File: config.mk
export PLATFORM = sky130hd
export DESIGN_NAME = smm_base_reloc
export DESIGN_NICKNAME = d
export VERILOG_FILES = /design/src/rtl/smm_reloc_pkg.sv /design/src/rtl/smm_reloc_dp.sv /design/src/rtl/smm_reloc_ctl.sv /design/src/rtl/smm_base_reloc.sv
export SDC_FILE = /design/constraint.sdc
export NUM_CORES = 1
export LEC_CHECK = 0
export ABC_AREA = 1
export CELL_PAD_IN_SITES_DETAIL_PLACEMENT = 0
export CELL_PAD_IN_SITES_GLOBAL_PLACEMENT = 1
export CORE_UTILIZATION = 25
export CTS_CLUSTER_SIZE = 10
export DETAILED_ROUTE_END_ITERATION = 10
export DONT_BUFFER_PORTS = 1
export PLACE_DENSITY_LB_ADDON = 0.1
export RECOVER_POWER = 50
export SYNTH_ARGS = -nofsm -noshare
export SYNTH_HDL_FRONTEND = slang
export SYNTH_SLANG_ARGS = --single-unit
File: constraint.sdc
create_clock -name clk -period 6 [get_ports clk]
set_input_delay 1.2 -clock clk [delete_from_list [all_inputs] [get_ports clk]]
set_output_delay 1.2 -clock clk [all_outputs]
set_load 0.1 [all_outputs]
File: src/rtl/smm_reloc_pkg.sv
package smm_reloc_pkg;
  typedef enum logic [2:0] {
    ST_IDLE, ST_EBASE, ST_EIO, ST_INSMM, ST_RIO, ST_RBASE, ST_SHUT
  } smmState_t;

  typedef struct packed {
    logic selIo;     // address the restart slot instead of the base slot
    logic loadBase;  // take read data as the new base
  } dpStrobe_t;
endpackage

File: src/rtl/smm_reloc_dp.sv
module smm_reloc_dp
  import smm_reloc_pkg::*;
#(
  parameter int          W          = 32,
  parameter int          ALIGN_BITS = 15,
  parameter logic [31:0] RESET_BASE = 32'h0003_0000,
  parameter logic [31:0] AREA_OFS   = 32'h0000_8000,
  parameter logic [31:0] AREA_LAST  = 32'h0000_7FFF,
  parameter logic [31:0] BASE_SLOT  = 32'h0000_7EF8,
  parameter logic [31:0] IO_SLOT    = 32'h0000_7F00
) (
  input  logic         clk,
  input  logic         rstHardN,
  input  dpStrobe_t    strobe,
  input  logic [W-1:0] memRdata,
  output logic [W-1:0] memAddr,
  output logic [W-1:0] memWdata,
  output logic [W-1:0] jumpVector,
  output logic [W-1:0] saveTop,
  output logic         rdAligned,
  output logic         rdRestart
);
  localparam logic [W-1:0] BASE_INIT = W'(RESET_BASE);
  localparam logic [W-1:0] VEC_OFS   = W'(AREA_OFS);
  localparam logic [W-1:0] TOP_OFS   = W'(AREA_OFS) + W'(AREA_LAST);

  logic [W-1:0] baseQ;

  // base register: only the hard reset restores it
  always_ff @(posedge clk or negedge rstHardN) begin
    if (!rstHardN)           baseQ <= BASE_INIT;
    else if (strobe.loadBase) baseQ <= memRdata;
  end

  assign jumpVector = baseQ + VEC_OFS;
  assign saveTop    = baseQ + TOP_OFS;
  assign memAddr    = jumpVector + (strobe.selIo ? W'(IO_SLOT) : W'(BASE_SLOT));
  assign memWdata   = strobe.selIo ? '0 : baseQ;
  assign rdAligned  = (memRdata[ALIGN_BITS-1:0] == '0);
  assign rdRestart  = (memRdata[7:0] == 8'hFF);
endmodule

File: src/rtl/smm_reloc_ctl.sv
module smm_reloc_ctl
  import smm_reloc_pkg::*;
(
  input  logic      clk,
  input  logic      rstHardN,
  input  logic      softRst,
  input  logic      smiPulse,
  input  logic      rsmPulse,
  input  logic      memReady,
  input  logic      rdAligned,
  input  logic      rdRestart,
  output dpStrobe_t strobe,
  output logic      memValid,
  output logic      memWrite,
  output logic      inSmm,
  output logic      done,
  output logic      restartIo,
  output logic      protoErr,
  output logic      shutdown
);
  smmState_t state, stateNext;
  logic pending, b2bEntry, ioReq;
  logic xfer, lastRead, busy;

  assign memValid = (state == ST_EBASE) || (state == ST_EIO) ||
                    (state == ST_RIO)   || (state == ST_RBASE);
  assign memWrite = (state == ST_EBASE) || (state == ST_EIO);
  assign inSmm    = (state == ST_INSMM) || (state == ST_RIO) || (state == ST_RBASE);
  assign shutdown = (state == ST_SHUT);
  assign busy     = (state != ST_IDLE) && (state != ST_SHUT);
  assign xfer     = memValid && memReady;
  assign lastRead = (state == ST_RBASE) && xfer;

  assign strobe.selIo    = (state == ST_EIO) || (state == ST_RIO);
  assign strobe.loadBase = lastRead && rdAligned && !softRst;

  always_comb begin
    stateNext = state;
    unique case (state)
      ST_IDLE:  if (smiPulse) stateNext = ST_EBASE;
      ST_EBASE: if (xfer) stateNext = ST_EIO;
      ST_EIO:   if (xfer) stateNext = ST_INSMM;
      ST_INSMM: if (rsmPulse) stateNext = ST_RIO;
      ST_RIO:   if (xfer) stateNext = ST_RBASE;
      ST_RBASE: if (xfer) begin
        if (!rdAligned)                stateNext = ST_SHUT;
        else if (pending || smiPulse)  stateNext = ST_EBASE;
        else                           stateNext = ST_IDLE;
      end
      ST_SHUT:  stateNext = ST_SHUT;
      default:  stateNext = ST_IDLE;
    endcase
  end

  always_ff @(posedge clk or negedge rstHardN) begin
    if (!rstHardN) begin
      state     <= ST_IDLE;
      pending   <= 1'b0;
      b2bEntry  <= 1'b0;
      ioReq     <= 1'b0;
      done      <= 1'b0;
      restartIo <= 1'b0;
      protoErr  <= 1'b0;
    end else if (softRst) begin
      state     <= ST_IDLE;
      pending   <= 1'b0;
      b2bEntry  <= 1'b0;
      ioReq     <= 1'b0;
      done      <= 1'b0;
      restartIo <= 1'b0;
      protoErr  <= 1'b0;
    end else begin
      state     <= stateNext;
      done      <= ((state == ST_EIO) && xfer) || lastRead;
      restartIo <= lastRead && ioReq;
      protoErr  <= lastRead && ioReq && b2bEntry;
      if (lastRead)                     pending <= 1'b0;
      else if (smiPulse && busy)        pending <= 1'b1;
      if ((state == ST_RIO) && xfer)    ioReq <= rdRestart;
      if (state == ST_IDLE && smiPulse) b2bEntry <= 1'b0;
      else if (lastRead && stateNext == ST_EBASE) b2bEntry <= 1'b1;
    end
  end
endmodule

File: src/rtl/smm_base_reloc.sv
module smm_base_reloc
  import smm_reloc_pkg::*;
#(
  parameter int          W          = 32,
  parameter int          ALIGN_BITS = 15,
  parameter logic [31:0] RESET_BASE = 32'h0003_0000,
  parameter logic [31:0] AREA_OFS   = 32'h0000_8000,
  parameter logic [31:0] AREA_LAST  = 32'h0000_7FFF,
  parameter logic [31:0] BASE_SLOT  = 32'h0000_7EF8,
  parameter logic [31:0] IO_SLOT    = 32'h0000_7F00,
  parameter logic [31:0] REV_LOW    = 32'h0000_0010,
  parameter int          RELOC_BIT  = 17
) (
  input  logic         clk,
  input  logic         rstHardN,
  input  logic         softRst,
  input  logic         smiPulse,
  input  logic         rsmPulse,
  output logic         memValid,
  output logic         memWrite,
  output logic [W-1:0] memAddr,
  output logic [W-1:0] memWdata,
  input  logic         memReady,
  input  logic [W-1:0] memRdata,
  output logic [W-1:0] jumpVector,
  output logic [W-1:0] saveTop,
  output logic [W-1:0] revId,
  output logic         inSmm,
  output logic         done,
  output logic         restartIo,
  output logic         protoErr,
  output logic         shutdown
);
  localparam logic [W-1:0] REV_ID = W'(REV_LOW) | (W'(1) << RELOC_BIT);

  dpStrobe_t strobe;
  logic      rdAligned, rdRestart;

  assign revId = REV_ID;

  smm_reloc_ctl u_ctl (
    .clk(clk), .rstHardN(rstHardN), .softRst(softRst),
    .smiPulse(smiPulse), .rsmPulse(rsmPulse), .memReady(memReady),
    .rdAligned(rdAligned), .rdRestart(rdRestart), .strobe(strobe),
    .memValid(memValid), .memWrite(memWrite), .inSmm(inSmm), .done(done),
    .restartIo(restartIo), .protoErr(protoErr), .shutdown(shutdown)
  );

  smm_reloc_dp #(
    .W(W), .ALIGN_BITS(ALIGN_BITS), .RESET_BASE(RESET_BASE),
    .AREA_OFS(AREA_OFS), .AREA_LAST(AREA_LAST),
    .BASE_SLOT(BASE_SLOT), .IO_SLOT(IO_SLOT)
  ) u_dp (
    .clk(clk), .rstHardN(rstHardN), .strobe(strobe), .memRdata(memRdata),
    .memAddr(memAddr), .memWdata(memWdata), .jumpVector(jumpVector),
    .saveTop(saveTop), .rdAligned(rdAligned), .rdRestart(rdRestart)
  );
endmodule

; Yosys cells after proc, flatten, opt, wreduce, memory -nomap -nowiden
; Index checks and enable logic that the tools add are counted.
; W data, S select, Z words.
[classes]
addsub = 3
eq_ne = 9
mux = 23
reduce_logical = 27
[op_table]
columns = op, count
row1 = $add A32 B16 Y32 const B, 2
row2 = $add A32 B32 Y32, 1
row3 = $mux W32, 1
row4 = $mux W3, 8
row5 = $pmux W3 S7, 1
row6 = $logic_not A15 Y1, 1
row7 = $logic_and A1 B1 Y1, 12
row8 = $mux W1, 12
row9 = $eq A3 B3 Y1 const B, 3
row10 = $mux W9, 1
row11 = $reduce_bool A3 Y1, 3
row12 = $eq A8 B8 Y1 const B, 1
row13 = $logic_or A1 B1 Y1, 8
row14 = $eq A3 B1 Y1 const B, 2
row15 = $eq A3 B2 Y1 const B, 2
row16 = $logic_not A3 Y1, 1
row17 = $ne A3 B3 Y1 const B, 1
row18 = $reduce_bool A2 Y1, 1
row19 = $logic_not A1 Y1, 1
[totals]
reg_bits = 41
inputBits = 38

; Longest topological paths before layout
[logic_depth]
depth_word = 12
ltp_mapped = 18
depth_no_buf = 18

; Cells and area by module
; From an unflattened synthesis, not the netlist that was laid out.
[hier_totals]
cells_unflattened = 657
hier_area_um2 = 4304.1
[modules_own_cells]
columns = module, n_inst, cells_each, area_per_inst_um2, seq_area_each_um2
row1 = smm_reloc_dp, 1, 555, 3522.1, 803.3
row2 = smm_reloc_ctl, 1, 68, 534.3, 225.2
row3 = smm_base_reloc, 1, 34, 247.7, 0.0

; Worst setup path before layout
; OpenSTA, ideal clock, no wires.
[synth_timing]
kind = register -> output
start = register u_ctl.state[1]
end = output port memAddr[19]
t_arrival_ns = 4.497
t_required_ns = 4.800
setup_slack_ns = 0.303
stages_incl_launch_ff = 15
path_buffers = 0
cell_sequence = dfrtp_1 > inv_1 > nor2_1 > nand2_1 > nand2_2 > inv_1 > ha_1 > inv_1 > fa_1 > o21ai_0 > nand2_1 > nand3_1 > nand2_1 > nor3_1 > xor2_1
[synth_between]
elab_chain_len = 4
word_cells_on_any_way = 5
classes_between = add/sub: 1 / eq/ne: 2 / mux: 1 / reduce/logical: 1
[synth_lines]
columns = element, line
row1 = "start, declared", smm_reloc_ctl.sv:21  ; smmState_t state, stateNext;
row2 = "start signal, assigned", smm_reloc_ctl.sv:73  ; state <= stateNext;
row3 = $eq A3 B2 Y1 / $eq A3 B3 Y1 (equally long branches), smm_reloc_ctl.sv:34  ; assign strobe.selIo = (state == ST_EIO) || (state == ST_RIO);
row4 = $logic_or A1 B1 Y1 *, smm_reloc_ctl.sv:34
row5 = $mux W9 *, smm_reloc_dp.sv:37  ; assign memAddr = jumpVector + (strobe.selIo ? W'(IO_SLOT) : W'(BASE_SLOT));
row6 = $add A32 B32 Y32 *, smm_reloc_dp.sv:37
row7 = "end, declared", smm_base_reloc.sv:21  ; output logic [W-1:0] memAddr,
; Mark *: on every way between the ends. The rest lies on a longest branch, timed or not.

; Worst setup path in the final report
[layout_timing]
start = register u_dp.baseQ[0]
end = output port saveTop[25]
[layout_between]
elab_chain_len = 1
[layout_lines]
columns = element, line
row1 = "start, declared", smm_reloc_dp.sv:27  ; logic [W-1:0] baseQ;
row2 = "start signal, assigned", smm_reloc_dp.sv:32  ; else if (strobe.loadBase) baseQ <= memRdata;
row3 = $add A32 B16 Y32, smm_reloc_dp.sv:36  ; assign saveTop = baseQ + TOP_OFS;
row4 = "end, declared", smm_base_reloc.sv:26  ; output logic [W-1:0] saveTop,
; No other way between the ends.

==> results.ini <==
[logic_synthesis]
syn_inst=627
synth_flop_cell=dfrtp_1
yosysSeqAreaShare_pct=25.2
ys_async_sr_fraction_pct=100
syn_area_per_cell_sq_um=6.52
synth_area_sq_um=4090
ys_warn_count=0
synth_seq_cells=41
synth.distinct_cells=38
synth_edf_count=0

[floorplanning]
initial_core_util_pct=25.6
die_height_microns=130
die_x_microns=130
dieArea_sq_um=16900
core_sq_um=15900
rows=46
ios=205

[routing]
routedWlPerCell_microns=15.2
routed_wl_mm=13.4
drc=0
first_pass_iters=4
vias=3831
viasPerCell=4.34
antenna_left=0
drtIter0Drc=126

[setup_path]
crit_fanout=5
crit_arrival_ns=4.10
r2r-end=u_dp.baseQ[22]
rrSetupSlack_ns=1.86
crit_type=reg -> out
rr_startpoint=u_ctl.state[1]
cp_slowest_stage_delay_ns=1.77
endpoint_kind=output port
reg2regPathDepth=9
path_buf_inv=3
path_cells=clkbuf_1, nor3_2, inv_1, a21oi_1, nor2_1, nand2_1, xor2_2, buf_4
slowest_stage=clkbuf_1
crit_family=buffers and inverters
endpoint=saveTop[25]
startpoint_type=flip-flop
cp-startpoint=u_dp.baseQ[0]
worst_ep_required_time_ns=4.80
cp.depth=8

[clocking]
cts_buffer_depth=2
cts_root_buf=clkbuf_16
post-cts-setup-buffer-count=0
htreeDepth=2
cts_resized=0
clk_pin_slew_ns=0.06
cts_tree=built
numClockSinks=41
cts_buffers=5
hold_buffers=0
clk_latency_ns=0.28

[global_route]
top_usage_layer=met2
grt_antenna_before_repair=0
grt_max_degree=50
use_met2_pct=26.5
use_met1_pct=21.0
grt_pass1_vias=3667
grt_overflow_total=0
track_usage_pct=16.0
grtUsageMet3_pct=3.85
grt_first_pass_wirelength_mm=20.3

[timing]
rsz0062_at_grt=false
min_period_ns=5.30
max_freq_mhz=189
layout_setup_ws_ns=0.698
fin_setup_tns_ns=0
worst_pin_slew_ns=3.25
drv_slew=68
skew_ns=0.00242
relSlewSlack_pct=-118
finalSetupViolCount=0
min_period_over_period_pct=88.4
hold_viol=0

[layout]
drive_gt1_share_pct=25.2
nNetsFinal=715
area_delta_synth_final_pct=26.9
final_cell_mix=nand2_1, inv_1, nor2_1, xor2_2, buf_4
num-fill-cells=1747
mostFrequentLayoutCell=nand2_1
diodes=0

[power_and_ir_drop]
p_per_area_nw_per_um2=195
ir_drop_uv=98.7
leakagePower_nw=2.60

[place]
hpwl_mm=10.9
place_ws_ns=1.10
io_buffers=0
gp_congestion=0.816

[min_path]
hold_depth=2
min-delay-path-class=reg -> reg

[run]
drv_cap=5

[outcome]
outcome=finished, violations left
violations=capacitance limit, slew limit

[stage by stage]
step,util (%),instance area [sq um],cells,hold WS (ns),total power (W)
2_1_floorplan,-,4200,657,0.480,0.000703
3_3_place_gp,31.8,5070,874,0.510,0.000739
3_5_place_dp,31.8,5070,874,0.513,0.000739
4_1_cts,32.7,5220,882,0.527,0.00103
5_1_grt,32.5,5180,882,0.549,0.00105
6_report,32.5,5180,882,0.522,0.00101
[registers in the layout (all words and copies together) (netlist names)]
name,flops
u_ctl.pending,1
u_ctl.b2bEntry,1
u_ctl.ioReq,1
u_dp.baseQ,32
u_ctl.protoErr,1
u_ctl.done,1
u_ctl.state,3
u_ctl.restartIo,1
[synthesized netlist by cell type (all sizes together), types with 11 or more instances]
master,number,area [sq um]
nand2,140,561
nor3,12,70.1
ha,11,138
dfrtp,39,976
nor2,111,470
nand4,11,68.8
xor2,48,420
a21oi,12,60.1
inv,91,342
o21ai,33,165
buf,58,425
nand3,40,205
[worst min-delay path, cell delays in order, from the launching register on]
cell and delay [ns]:
dfrtp_1 0.36, inv_1 0.07, nor3_1 0.05
[worst min path at each step]
| stage | to | slack, ns | startpoint |
|---|---|---|---|
| global route | u_ctl.protoErr | 0.55 | u_ctl.b2bEntry |
| floorplan | u_ctl.protoErr | 0.48 | u_ctl.b2bEntry |
| finish | u_ctl.protoErr | 0.52 | u_ctl.b2bEntry |
| global placement | u_ctl.protoErr | 0.51 | u_ctl.b2bEntry |
| detailed placement | u_ctl.restartIo | 0.51 | u_ctl.ioReq |
| CTS | u_ctl.restartIo | 0.53 | u_ctl.ioReq |
[cell type report]
class	count	area, sq um	share of cell area (%)
flip-flops and latches	41	1030	19.9
inverters	93	350	6.76
well taps	216	270	5.21
clock buffers	8	146	2.82
repair buffers	60	586	11.3
multi-input cells	464	2800	54.0
[power breakdown]
part           internal (W)  switching (W)  leakage, nW
Combinational     0.0000451       0.000405         2.12
Sequential         0.000279     0.00000339        0.406
Clock              0.000166       0.000115       0.0712
Total              0.000491       0.000523         2.60
[metal layers]
layer | part of all wire [%] | vias up
li1 | - | 1890
met1 | 45 | 1794
met2 | 48 | 141
met3 | 6.5 | 6
met4 | 0.84 | 0
met5 | 0 | -
[cells by family (layout without fill, tap and decap cells)]
kind of cell	after synthesis	count (layout)	synth area share [%]
other	2	32	0.184
and+or+nand+nor	322	322	34.9
DFF	41	41	25.2
xor gates and xnor gates	49	49	10.5
AOI/OAI and AO/OA	49	49	6.31
buffers and inverters	152	161	19.1
adders and majority gates	12	12	3.86
Power figures use the tool's default switching activity.
